$ cat src/rtl/fer_pkg.sv
package fer_pkg;
  localparam int NBANK = 2;
  typedef enum logic [1:0] {
    V_OK  = 2'd0,
    V_SEQ = 2'd1,
    V_WRP = 2'd2
  } verdict_e;
endpackage

$ cat src/rtl/fer_check.sv
module fer_check
  import fer_pkg::*;
#(
  parameter int PAGE_W = 7
) (
  input  logic              dual_bank,
  input  logic              stale,
  input  logic              op_page,
  input  logic              op_bank,
  input  logic              op_mass,
  input  logic              bank_sel,
  input  logic [PAGE_W-1:0] page_num,
  input  logic              wp_en,
  input  logic              wp_bank,
  input  logic [PAGE_W-1:0] wp_first,
  input  logic [PAGE_W-1:0] wp_last,
  output verdict_e          verdict,
  output logic [NBANK-1:0]  tgt_mask
);
  logic one_op, bank_hit, in_win, prot;

  always_comb begin
    one_op   = ($countones({op_page, op_bank, op_mass}) == 1);
    bank_hit = !dual_bank || (wp_bank == bank_sel);
    in_win   = (page_num >= wp_first) && (page_num <= wp_last);
    prot     = wp_en && (op_mass || (bank_hit && (op_bank || in_win)));
    if (stale || !one_op || (!dual_bank && bank_sel)) verdict = V_SEQ;
    else if (prot)                                     verdict = V_WRP;
    else                                               verdict = V_OK;
  end

  for (genvar b = 0; b < NBANK; b++) begin : g_tgt
    assign tgt_mask[b] = op_mass || !dual_bank || (bank_sel == 1'(b));
  end
endmodule

$ cat src/rtl/fer_timer.sv
module fer_timer #(
  parameter int CNT_W = 16
) (
  input  logic             clk,
  input  logic             rst,
  input  logic             load,
  input  logic [CNT_W-1:0] len,
  output logic             busy,
  output logic             finish
);
  logic [CNT_W-1:0] cnt;

  always_ff @(posedge clk) begin
    if (rst) begin
      cnt  <= '0;
      busy <= 1'b0;
    end else if (load) begin
      cnt  <= (len == '0) ? CNT_W'(1) : len;
      busy <= 1'b1;
    end else if (busy) begin
      cnt <= cnt - 1'b1;
      if (cnt == CNT_W'(1)) busy <= 1'b0;
    end
  end

  assign finish = busy && (cnt == CNT_W'(1));

  a_r2_cnt_live: assert property (@(posedge clk) disable iff (rst)
    busy |-> (cnt != '0));
endmodule

$ cat src/rtl/fer_rd_gate.sv
module fer_rd_gate
  import fer_pkg::*;
(
  input  logic             busy,
  input  logic [NBANK-1:0] region,
  input  logic             rd_req,
  input  logic             rd_bank,
  output logic             rd_stall
);
  logic [NBANK-1:0] hit;

  for (genvar b = 0; b < NBANK; b++) begin : g_hit
    assign hit[b] = region[b] && (rd_bank == 1'(b));
  end

  assign rd_stall = rd_req && busy && (|hit);
endmodule

$ cat src/rtl/flash_erase_seq.sv
module flash_erase_seq
  import fer_pkg::*;
#(
  parameter int PAGE_W = 7,
  parameter int CNT_W  = 16
) (
  input  logic              clk,
  input  logic              rst,
  input  logic              dual_bank,
  input  logic              start_wr,
  input  logic              op_page,
  input  logic              op_bank,
  input  logic              op_mass,
  input  logic              bank_sel,
  input  logic [PAGE_W-1:0] page_num,
  input  logic [CNT_W-1:0]  erase_cycles,
  input  logic [1:0]        err_clr,
  input  logic              wp_en,
  input  logic              wp_bank,
  input  logic [PAGE_W-1:0] wp_first,
  input  logic [PAGE_W-1:0] wp_last,
  input  logic              osc_sw_on,
  input  logic              rd_req,
  input  logic              rd_bank,
  output logic              busy,
  output logic              start_act,
  output logic              seq_err,
  output logic              wrp_err,
  output logic              clk_en,
  output logic              rd_stall,
  output logic              done,
  output logic [1:0]        done_mask
);
  logic             seq_kept, wrp_kept, take, launch, finish, start_nx;
  verdict_e         verdict;
  logic [NBANK-1:0] tgt_mask, tgt_q;

  assign seq_kept = seq_err && !err_clr[0];
  assign wrp_kept = wrp_err && !err_clr[1];
  assign take     = start_wr && !busy;
  assign launch   = take && (verdict == V_OK);
  assign start_nx = launch || (start_act && !finish);

  fer_check #(.PAGE_W(PAGE_W)) i_check (
    .dual_bank(dual_bank), .stale(seq_kept || wrp_kept),
    .op_page(op_page), .op_bank(op_bank), .op_mass(op_mass),
    .bank_sel(bank_sel), .page_num(page_num),
    .wp_en(wp_en), .wp_bank(wp_bank), .wp_first(wp_first), .wp_last(wp_last),
    .verdict(verdict), .tgt_mask(tgt_mask)
  );

  fer_timer #(.CNT_W(CNT_W)) i_timer (
    .clk(clk), .rst(rst), .load(launch), .len(erase_cycles),
    .busy(busy), .finish(finish)
  );

  fer_rd_gate i_rd_gate (
    .busy(busy), .region(tgt_q), .rd_req(rd_req), .rd_bank(rd_bank),
    .rd_stall(rd_stall)
  );

  always_ff @(posedge clk) begin
    if (rst) begin
      seq_err   <= 1'b0;
      wrp_err   <= 1'b0;
      start_act <= 1'b0;
      clk_en    <= 1'b0;
      tgt_q     <= '0;
      done      <= 1'b0;
      done_mask <= '0;
    end else begin
      seq_err   <= seq_kept || (take && verdict == V_SEQ);
      wrp_err   <= wrp_kept || (take && verdict == V_WRP);
      start_act <= start_nx;
      clk_en    <= osc_sw_on || start_nx;
      if (launch) tgt_q <= tgt_mask;
      done      <= finish;
      done_mask <= finish ? tgt_q : '0;
    end
  end

  a_r3_clean_launch: assert property (@(posedge clk) disable iff (rst)
    $rose(busy) |-> (!seq_err && !wrp_err));
  a_r6_wrp_no_busy: assert property (@(posedge clk) disable iff (rst)
    $rose(wrp_err) |-> !busy);
  a_r10_err_only_idle: assert property (@(posedge clk) disable iff (rst)
    $rose(seq_err) |-> !$past(busy));
  a_r8_stall_needs_busy: assert property (@(posedge clk) disable iff (rst)
    rd_stall |-> busy);
  a_r9_clk_with_start: assert property (@(posedge clk) disable iff (rst)
    start_act |-> clk_en);
  a_r2_done_at_fall: assert property (@(posedge clk) disable iff (rst)
    done |-> $fell(busy));
endmodule

$ cat config.mk
export PLATFORM = sky130hd
export DESIGN_NAME = flash_erase_seq
export DESIGN_NICKNAME = d
export VERILOG_FILES = /design/src/rtl/fer_pkg.sv /design/src/rtl/fer_check.sv /design/src/rtl/fer_timer.sv /design/src/rtl/fer_rd_gate.sv /design/src/rtl/flash_erase_seq.sv
export SDC_FILE = /design/constraint.sdc
export NUM_CORES = 1
export LEC_CHECK = 0
export BUFFER_PORTS_ARGS = -buffer_cell sky130_fd_sc_hd__buf_2
export CORE_UTILIZATION = 54
export DETAILED_ROUTE_END_ITERATION = 10
export PLACE_DENSITY = 0.85
export SYNTH_ARGS = -nofsm -noshare
export SYNTH_HDL_FRONTEND = slang
export SYNTH_HIERARCHICAL = 1
export SYNTH_SLANG_ARGS = --single-unit
$ cat constraint.sdc
create_clock -name clk -period 4.45 [get_ports clk]
set_input_delay 0.2225 -clock clk [delete_from_list [all_inputs] [get_ports clk]]
set_output_delay 0.2225 -clock clk [all_outputs]
set_load 0.03 [all_outputs]
# ---- Word-level counts from Yosys, hierarchy flattened
# Cells that the tools add are included.
# Widths: inputs -> output; s select.
dict set report word_totals {
  memories 0
  mem_bits_ro 0
  register_bits 26
  in_bits 52
  elab_cells 70
  latch_bits 0
  mem_bits_rw 0
}
dict set report classes {
  bitwise_logic 3
  addsub 3
  div_mod_pow 0
  n_eq_ne 5
  reduce_logical 40
  n_lt_le_gt_ge 2
  multipliers 0
  shift 0
  mux 8
}
# cell count
set op_table {}
lappend op_table {{$mux 16} 3}
lappend op_table {{$add 32x1->32} 1}
lappend op_table {{$eq 32x2->1 const B} 1}
lappend op_table {{$eq 16x1->1 const B} 1}
lappend op_table {{$logic_and 1x1->1} 16}
lappend op_table {{$logic_not 16->1} 1}
lappend op_table {{$sub 16x1->16 const B} 1}
lappend op_table {{$logic_or 1x1->1} 13}
lappend op_table {{$ge 7x7->1} 1}
lappend op_table {{$le 7x7->1} 1}
lappend op_table {{$logic_not 1->1} 6}
lappend op_table {{$mux 2} 2}
lappend op_table {{$reduce_or 2->1} 2}
lappend op_table {{$mux 1} 3}
lappend op_table {{$not 1->1} 3}
lappend op_table {{$add 1x1->2} 1}
lappend op_table {{$eq 2x1->1 const B} 1}
lappend op_table {{$eq 2x2->1 const B} 1}
lappend op_table {{$logic_not 2->1} 1}
lappend op_table {{$reduce_bool 2->1} 1}
lappend op_table {{$eq 1x1->1} 1}

# ---- Longest topological paths before layout
# Gate-level depths: netlist of the first run.
dict set report logic_depth {
  depth_word 12
  depth_mapped 14
}

# ---- Cells and area by module
# The synthesis of the first run kept the hierarchy.
# mod cells_per_inst seq_area_each_um2 area_each_um2 instances
set by_module_without_submodules {}
lappend by_module_without_submodules {fer_timer 117 340.3 1022.2 1}
lappend by_module_without_submodules {fer_check 62 0.0 440.4 1}
lappend by_module_without_submodules {flash_erase_seq 31 180.2 332.8 1}
lappend by_module_without_submodules {fer_rd_gate 3 0.0 17.5 1}

# ---- Worst setup path before layout of the first run
# OpenSTA, ideal clock, no wires.
dict set report synth_path {
  path_kind {input port to flip-flop}
  from {input port op_page}
  to {register i_timer.cnt[11]}
  stages 13
  path_slack_ns 1.723
  path_buffers 2
  t_arrival_ns 2.592
  cell_sequence {inv_1 fa_1 nor3_2 and3_1 o2111ai_1 nand2_1 or4b_4 clkinv_2 clkbuf_1 inv_2 clkbuf_1 o21ai_0 a21oi_1}
}
dict set report synth_between {
  elab_chain_len 9
  word_cells_on_any_way 10
  classes_between {add/sub: 1; eq/ne: 1; mux: 2; reduce/logical: 6}
}
# item line_no
set synth_lines {}
lappend synth_lines {{start: declaration} flash_erase_seq.sv:11} ;# input logic op_page,
lappend synth_lines {{$add 32x1->32 (implied by the code) *} fer_check.sv:23} ;# one_op = ($countones({op_page, op_bank, op_mass}) == 1);
lappend synth_lines {{$eq 32x2->1 *} fer_check.sv:23}
lappend synth_lines {{$logic_not 1->1 *} fer_check.sv:27} ;# if (stale || !one_op || (!dual_bank && bank_sel)) verdict = V_SEQ;
lappend synth_lines {{$logic_or 1x1->1 * (2 in a row)} fer_check.sv:27}
lappend synth_lines {{$mux 2 *} fer_check.sv:27}
lappend synth_lines {{net verdict[1]} flash_erase_seq.sv:35} ;# verdict_e verdict;
lappend synth_lines {{$logic_not 2->1 *} flash_erase_seq.sv:41} ;# assign launch = take && (verdict == V_OK);
lappend synth_lines {{$logic_and 1x1->1 *} flash_erase_seq.sv:41}
lappend synth_lines {{net launch} flash_erase_seq.sv:34} ;# logic seq_kept, wrp_kept, take, launch, finish, start_nx;
lappend synth_lines {{$mux 16 or $reduce_bool 2->1 (tied branches)} -}
lappend synth_lines {{end signal: assignment} fer_timer.sv:18} ;# cnt <= (len == '0) ? CNT_W'(1) : len;
lappend synth_lines {{end signal: assignment} fer_timer.sv:21} ;# cnt <= cnt - 1'b1;
lappend synth_lines {{end: declaration} fer_timer.sv:11} ;# logic [CNT_W-1:0] cnt;
# The timed path passes the listed nets; every way through them passes the cells marked *.
# A chain may end at the register's enable or synchronous reset.

# ---- Final worst setup path of the first run
# Same ends and word-level chain as after synthesis.

==> impl_metrics.tcl, run 1 <==
set metrics [dict create \
    setup_viol 0 \
    grt_setup_unrepaired "false" \
    r2r_cells 11 \
    critPathArrivalTime_ns 2.54 \
    vias 1752 \
    gr-max-usage-layer "met2" \
    period_share_pct 52.4 \
    drc 0 \
    ioPinCount 61 \
    hold_path.class "in2reg" \
    cp.buffers_inverters 4 \
    grt_use_total_pct 24.4 \
    grt_antenna_before_repair 0 \
    drtPass1Iterations 4 \
    r2r_slack_ns 2.18 \
    max_slew_margin_pct 59.8 \
    start_kind "input pin" \
    die_w_um 59.9 \
    cp_top_family "simple AND/OR/NAND/NOR gates" \
    finalNetCount 339 \
    end_kind "register" \
    grt_overflow 0 \
    clock_path_buffers 2 \
    routed_wl_um 3890 \
    met2_usage_pct 39.5 \
    hold_violations 0 \
    port_buffers 60 \
    crit_chain "buf_2 > inv_1 > fa_1 > nor3_2 > and3_1 > o2111ai_1 > nand2_1 > or4b_4 > clkinv_2 > inv_2 > o21ai_0 > a21oi_1" \
    grt_max_degree 26 \
    dpl.hpwl_um 3160 \
    drt-wirelength-per-cell_um 12.5 \
    hold_start "erase_cycles[2]" \
    place.gp.congestion 0.894 \
    status "finished, final reports clean" \
    insertion_delay_ns 0.32 \
    worst_pin_slew_ns 0.597 \
    finClkSkew_ns 0.0175 \
    layout-drive-gt1-share_pct 29.9 \
    max_freq_mhz 429 \
    worst-setup-path-type "in2reg" \
    synth_ff_type "dfxtp_1" \
    grt_use_met3_pct 4.98 \
    post_cts_buffers 0 \
    slowest_stage "fa_1" \
    cpPeakStageDelay_ns 0.55 \
    fin_crit_ns 2.33 \
    stdcell_count 312 \
    drtIter0Drc 59 \
    grt_pass1_vias 1570 \
    clkTransAtPathRegs_ns 0.14 \
    htreeDepth 1 \
    synth_cell_type_count 48 \
    syn2layout_area_growth_pct 18.3 \
    critPathMaxFanout 25 \
    synth-async-reset-ratio_pct 0 \
    regToRegEndpoint "i_timer/cnt[11]" \
    rr_startpoint "seq_err" \
    cts.sinks 26 \
    worstPathRequired_ns 4.66 \
    vias_per_cell 5.62 \
    synthesis.nets 282 \
    powerDensity_nw_per_um2 267 \
    fin_tns_setup_ns 0 \
    antenna_cells 0 \
    peakVddDrop_mv 0.182 \
    synth_edf_count 0 \
    power_leakage_uw 0.000984 \
    die_h_um 59.9 \
    finalMaxSlewViolations 0 \
    core_um2 3130 \
    grt_pass1_wl_um 6680 \
    max_cap_violations 0 \
    start_util_pct 58.0 \
    cts_resized 0 \
    ant_nets 0 \
    die_area_um2 3590 \
    postCtsHoldBufs 0 \
    worstHoldPathCells 3 \
    holdPathEnd "i_timer/cnt[2]" \
    synthCells 213 \
    netlist_area_um2 1810 \
    globalRouteMet1Util_pct 32.1 \
    synth_area_per_cell_um2 8.51 \
    row_count 20 \
    place_inst 309 \
    ys_seq_elements 26 \
    cts_root_buffer "clkbuf_4" \
    cts_buffers 3 \
    cts_tree "done" \
    ys_warn_count 6 \
    ys_seq_area_share_pct 28.7 \
]
## power by group
part	total [uW]	internal, uW	leakage, uW	switching, uW
Combinational	198	89.4	0.000758	108
Clock	95.8	31.7	0.0000138	64.1
Sequential	279	254	0.000212	25.0
## worst min-delay path, stage by stage
cell,delay [ns]
buf_2,0.11
nand2_1,0.05
a21oi_1,0.05
## kinds of logic after synthesis
family                   Yosys count  synth area share, %
AO/OA/AOI/OAI                     44                 17.0
XOR/XNOR                           9                 4.35
adder cells (fa/ha/maj)           17                 12.1
buffers and inverters             33                 7.80
flip-flops                        26                 28.7
multiplexers                       4                 2.21
AND/OR/NAND/NOR                   80                 27.8
## cell type report
cell class	count	area [um2]
well taps	44	55.1
clock buffers	3	22.5
inverters	25	95.1
flip-flops and latches	26	520
repair buffers	60	300
fillers	253	983
multi-input cells	154	1150
## worst max path at each step
stage                        from         endpoint  slack, ns  cells after the start
after detailed placement  op_page  i_timer/cnt[11]       1.78                     12
after CTS                 op_page  i_timer/cnt[15]       2.12                     11
after global placement    op_page  i_timer/cnt[11]       1.86                     12
after global routing      seq_err  i_timer/cnt[11]       1.95                     11
final                     op_page  i_timer/cnt[11]       2.12                     12
after floorplan           op_page  i_timer/cnt[11]       1.72                     13
## per-layer routing
layer	wire length [um]	share of wire [%]	up-vias
li1	-	-	881
met1	1790	46	799
met2	1810	47	66
met3	246	6.3	6
met4	44	1.1	0
met5	0	0	-
## registers in the layout (all words and copies together) (netlist names)
| name | count |
|---|---|
| seq_err | 1 |
| wrp_err | 1 |
| done | 1 |
| i_timer/busy | 1 |
| i_timer/cnt | 16 |
| done_mask | 2 |
| start_act | 1 |
| clk_en | 1 |
| tgt_q | 2 |
## layout by cell type, fill, tap and decap left out, drive strengths merged, types with 2 or more instances in the layout
master / synthesis / final
a211oi: 8 / 8
a21oi: 13 / 13
a311oi: 5 / 5
a31oi: 2 / 2
and2: 2 / 2
buf: 3 / 60
clkbuf: 5 / 3
dfxtp: 26 / 26
ha: 16 / 16
inv: 24 / 24
mux2i: 4 / 4
nand2: 9 / 9
nand2b: 9 / 9
nand3: 6 / 6
nand4: 5 / 5
nand4bb: 2 / 2
nor2: 16 / 16
nor2b: 3 / 3
nor3: 6 / 6
nor4: 9 / 9
o21ai: 7 / 7
o41ai: 2 / 2
or3: 3 / 3
or4: 4 / 4
xnor2: 6 / 6
xor2: 3 / 3
## Yosys cell counts, types with 3 or more instances
master | count | area share, %
clkbuf_1 | 5 | 1.0
nor4_2 | 5 | 3.5
ha_1 | 16 | 11
xnor2_1 | 6 | 2.9
a21oi_1 | 13 | 3.6
a211oi_1 | 6 | 2.5
o21ai_1 | 3 | 0.83
xor2_1 | 3 | 1.4
dfxtp_1 | 26 | 29
or3_1 | 3 | 1.0
a311oi_1 | 5 | 2.4
mux2i_1 | 4 | 2.2
nor3_1 | 3 | 0.83
o21ai_0 | 4 | 1.1
nor4_1 | 4 | 1.4
nand3_1 | 6 | 1.7
nor3_2 | 3 | 1.7
nor2b_1 | 3 | 1.0
inv_1 | 23 | 4.8
nand4_1 | 5 | 1.7
nand2_1 | 9 | 1.9
nand2b_1 | 9 | 3.1
nor2_1 | 16 | 3.3
## metrics by stage
step | util, % | total power [uW] | area [um2] | setup slack (ns) | hold slack, ns
3_3_place_gp | 67.8 | 474 | 2120 | 1.86 | 0.471
6_report | 68.6 | 573 | 2140 | 2.12 | 0.146
2_1_floorplan | - | 429 | 1810 | 1.72 | 0.292
4_1_cts | 68.6 | 576 | 2140 | 2.12 | 0.140
3_5_place_dp | 67.8 | 480 | 2120 | 1.78 | 0.480
5_1_grt | 68.6 | 616 | 2140 | 1.95 | 0.147
(Power assumes the default switching activity.)
==> inputs of run 2 (changes only) <==
--- a/config.mk
+++ b/config.mk
@@ -6,9 +6,9 @@
 export NUM_CORES = 1
 export LEC_CHECK = 0
 export BUFFER_PORTS_ARGS = -buffer_cell sky130_fd_sc_hd__buf_2
-export CORE_UTILIZATION = 54
+export CORE_UTILIZATION = 45
 export DETAILED_ROUTE_END_ITERATION = 10
-export PLACE_DENSITY = 0.85
+export PLACE_DENSITY = 0.75
 export SYNTH_ARGS = -nofsm -noshare
 export SYNTH_HDL_FRONTEND = slang
 export SYNTH_HIERARCHICAL = 1
==> constraint.sdc (replaced) <==
create_clock -name clk -period 1.9 [get_ports clk]
set_input_delay 0.095 -clock clk [delete_from_list [all_inputs] [get_ports clk]]
set_output_delay 0.095 -clock clk [all_outputs]
set_load 0.03 [all_outputs]
==> run 2 against run 1 <==
Net effect:
- the run now ends with setup timing left
- worst hold slack lost 0.079 ns
- critical path depth shrank 2
- sequential share of layout area shrank 2.7 points
- die area grew 19%
- combinational power grew to 2.9 times the previous value
- critical path type is now reg2reg
==> impl_metrics.tcl, run 2 (synthesis gave the netlist of run 1 again) <==
set metrics [dict create \
    max_cap_violations 0 \
    peakVddDrop_mv 0.289 \
    largest_reg_flops 16 \
    fin_hold_ws_ns 0.0670 \
    die_h_um 65.5 \
    grt_max_degree 26 \
    top_register "i_timer/cnt" \
    postCtsHoldBufs 0 \
    finalNetCount 356 \
    grt_overflow 0 \
    ioPinCount 61 \
    insertion_delay_ns 0.27 \
    place_inst 324 \
    routed_wl_um 4370 \
    final_cell_mix "buf_2, dfxtp_1, inv_1" \
    grt_antenna_before_repair 0 \
    fillers 292 \
    final_common_cell "buf_2" \
    finClkSkew_ns 0.00260 \
    drtPass1Iterations 4 \
    powerDensity_nw_per_um2 654 \
    cts.sinks 26 \
    max_freq_mhz 507 \
    grt_pass1_wl_um 6770 \
    worst_pin_slew_ns 0.515 \
    start_util_pct 48.1 \
    vias_per_cell 5.52 \
    grt_pass1_vias 1699 \
    r2r_cells 10 \
    clkTransAtPathRegs_ns 0.09 \
    die_w_um 65.5 \
    critPathMaxFanout 25 \
    place.gp.congestion 0.871 \
    drtIter0Drc 81 \
    end_kind "register" \
    ant_nets 0 \
    htreeDepth 1 \
    hold_path.class "in2reg" \
    r2r_slack_ns -0.07 \
    port_buffers 60 \
    worstHoldPathCells 3 \
    worstPathRequired_ns 2.09 \
    cts_tree "done" \
    reg.largest.list "i_timer/cnt x16, done_mask x2, tgt_q x2" \
    multi_input_area_um2 1220 \
    stdcell_count 334 \
    violations "setup timing" \
    p_total_uw 1590 \
    row_count 22 \
    power_leakage_uw 0.00110 \
    worst-setup-path-type "reg2reg" \
    placed_cell_area_um2 2230 \
    start_kind "register" \
    regArea_um2 523 \
    core_um2 3770 \
    max_slew_margin_pct 65.7 \
    syn2layout_area_growth_pct 33.7 \
    drc 0 \
    finalMaxSlewViolations 0 \
    fin_crit_ns 1.97 \
    antenna_cells 0 \
    hold_violations 0 \
    vias 1843 \
    layout-drive-gt1-share_pct 39.5 \
    dpl.hpwl_um 3190 \
    die_area_um2 4290 \
    grt_setup_unrepaired "true" \
    clock_path_buffers 2 \
    critPathArrivalTime_ns 2.16 \
    status "finished, violations left" \
    drt-wirelength-per-cell_um 13.1 \
    cts_root_buffer "clkbuf_8" \
    worst_slack_ns -0.0724 \
    grt_use_total_pct 20.0 \
    cts_buffers 3 \
    period_share_pct 104 \
    stdcell_area_um2 2420 \
    setup_viol 16 \
]
## run 2: report_power, final
| group | switching, uW | internal, uW |
|---|---|---|
| registers | 55.7 | 596 |
| logic | 296 | 273 |
| clock network | 180 | 186 |
## run 2: cell type report
| class | count | area share (%) |
|---|---|---|
| clock buffers | 4 | 2.27 |
| inverters | 25 | 5.37 |
| well taps | 48 | 2.48 |
| flip-flops and latches | 26 | 21.6 |
| repair buffers | 76 | 17.8 |
| multi-input cells | 154 | 50.2 |
| repair inverters | 1 | 0.361 |
## run 2: what timing repair did
item,CTS,global route
gates resized for setup,14,9
setup buffers,3,2
setup endpoints to repair,18,21
pin swaps,0,3
gates cloned,1,0
## run 2: worst paths after layout
kind	start	endpoint
max	wrp_err	i_timer/cnt[5]
min	erase_cycles[2]	i_timer/cnt[2]
max reg2reg	wrp_err	i_timer/cnt[5]
min reg2reg	tgt_q[1]	tgt_q[1]
## run 2: metrics by stage
step | setup slack (ns) | TNS, ns | util, %
6_report | -0.0724 | -0.481 | 64.3
5_1_grt | -0.192 | -2.09 | 64.3
4_1_cts | -0.0618 | -0.510 | 62.8
3_5_place_dp | -0.405 | -7.38 | 59.2
3_3_place_gp | -0.314 | -5.71 | 59.2
2_1_floorplan | -0.343 | -4.99 | -
## run 2: layer usage
metal / track usage (%) / part of all wire (%) / vias to the layer above
met5: 0 / 0 / -
met1: 22.6 / 42 / 843
met3: 1.39 / 4.4 / 12
met2: 37.6 / 51 / 62
met4: 8.97 / 2.1 / 0
li1: - / - / 926
## run 2: critical path: stages (launching register included)
cell and delay (ns):
dfxtp_2 0.34, nand2b_1 0.08, nand2_1 0.08, nor3_2 0.05, and3_4 0.17, o2111ai_2 0.08
nand2_1 0.10, or4b_4 0.56, clkinv_8 0.11, inv_16 0.07, a311oi_2 0.24
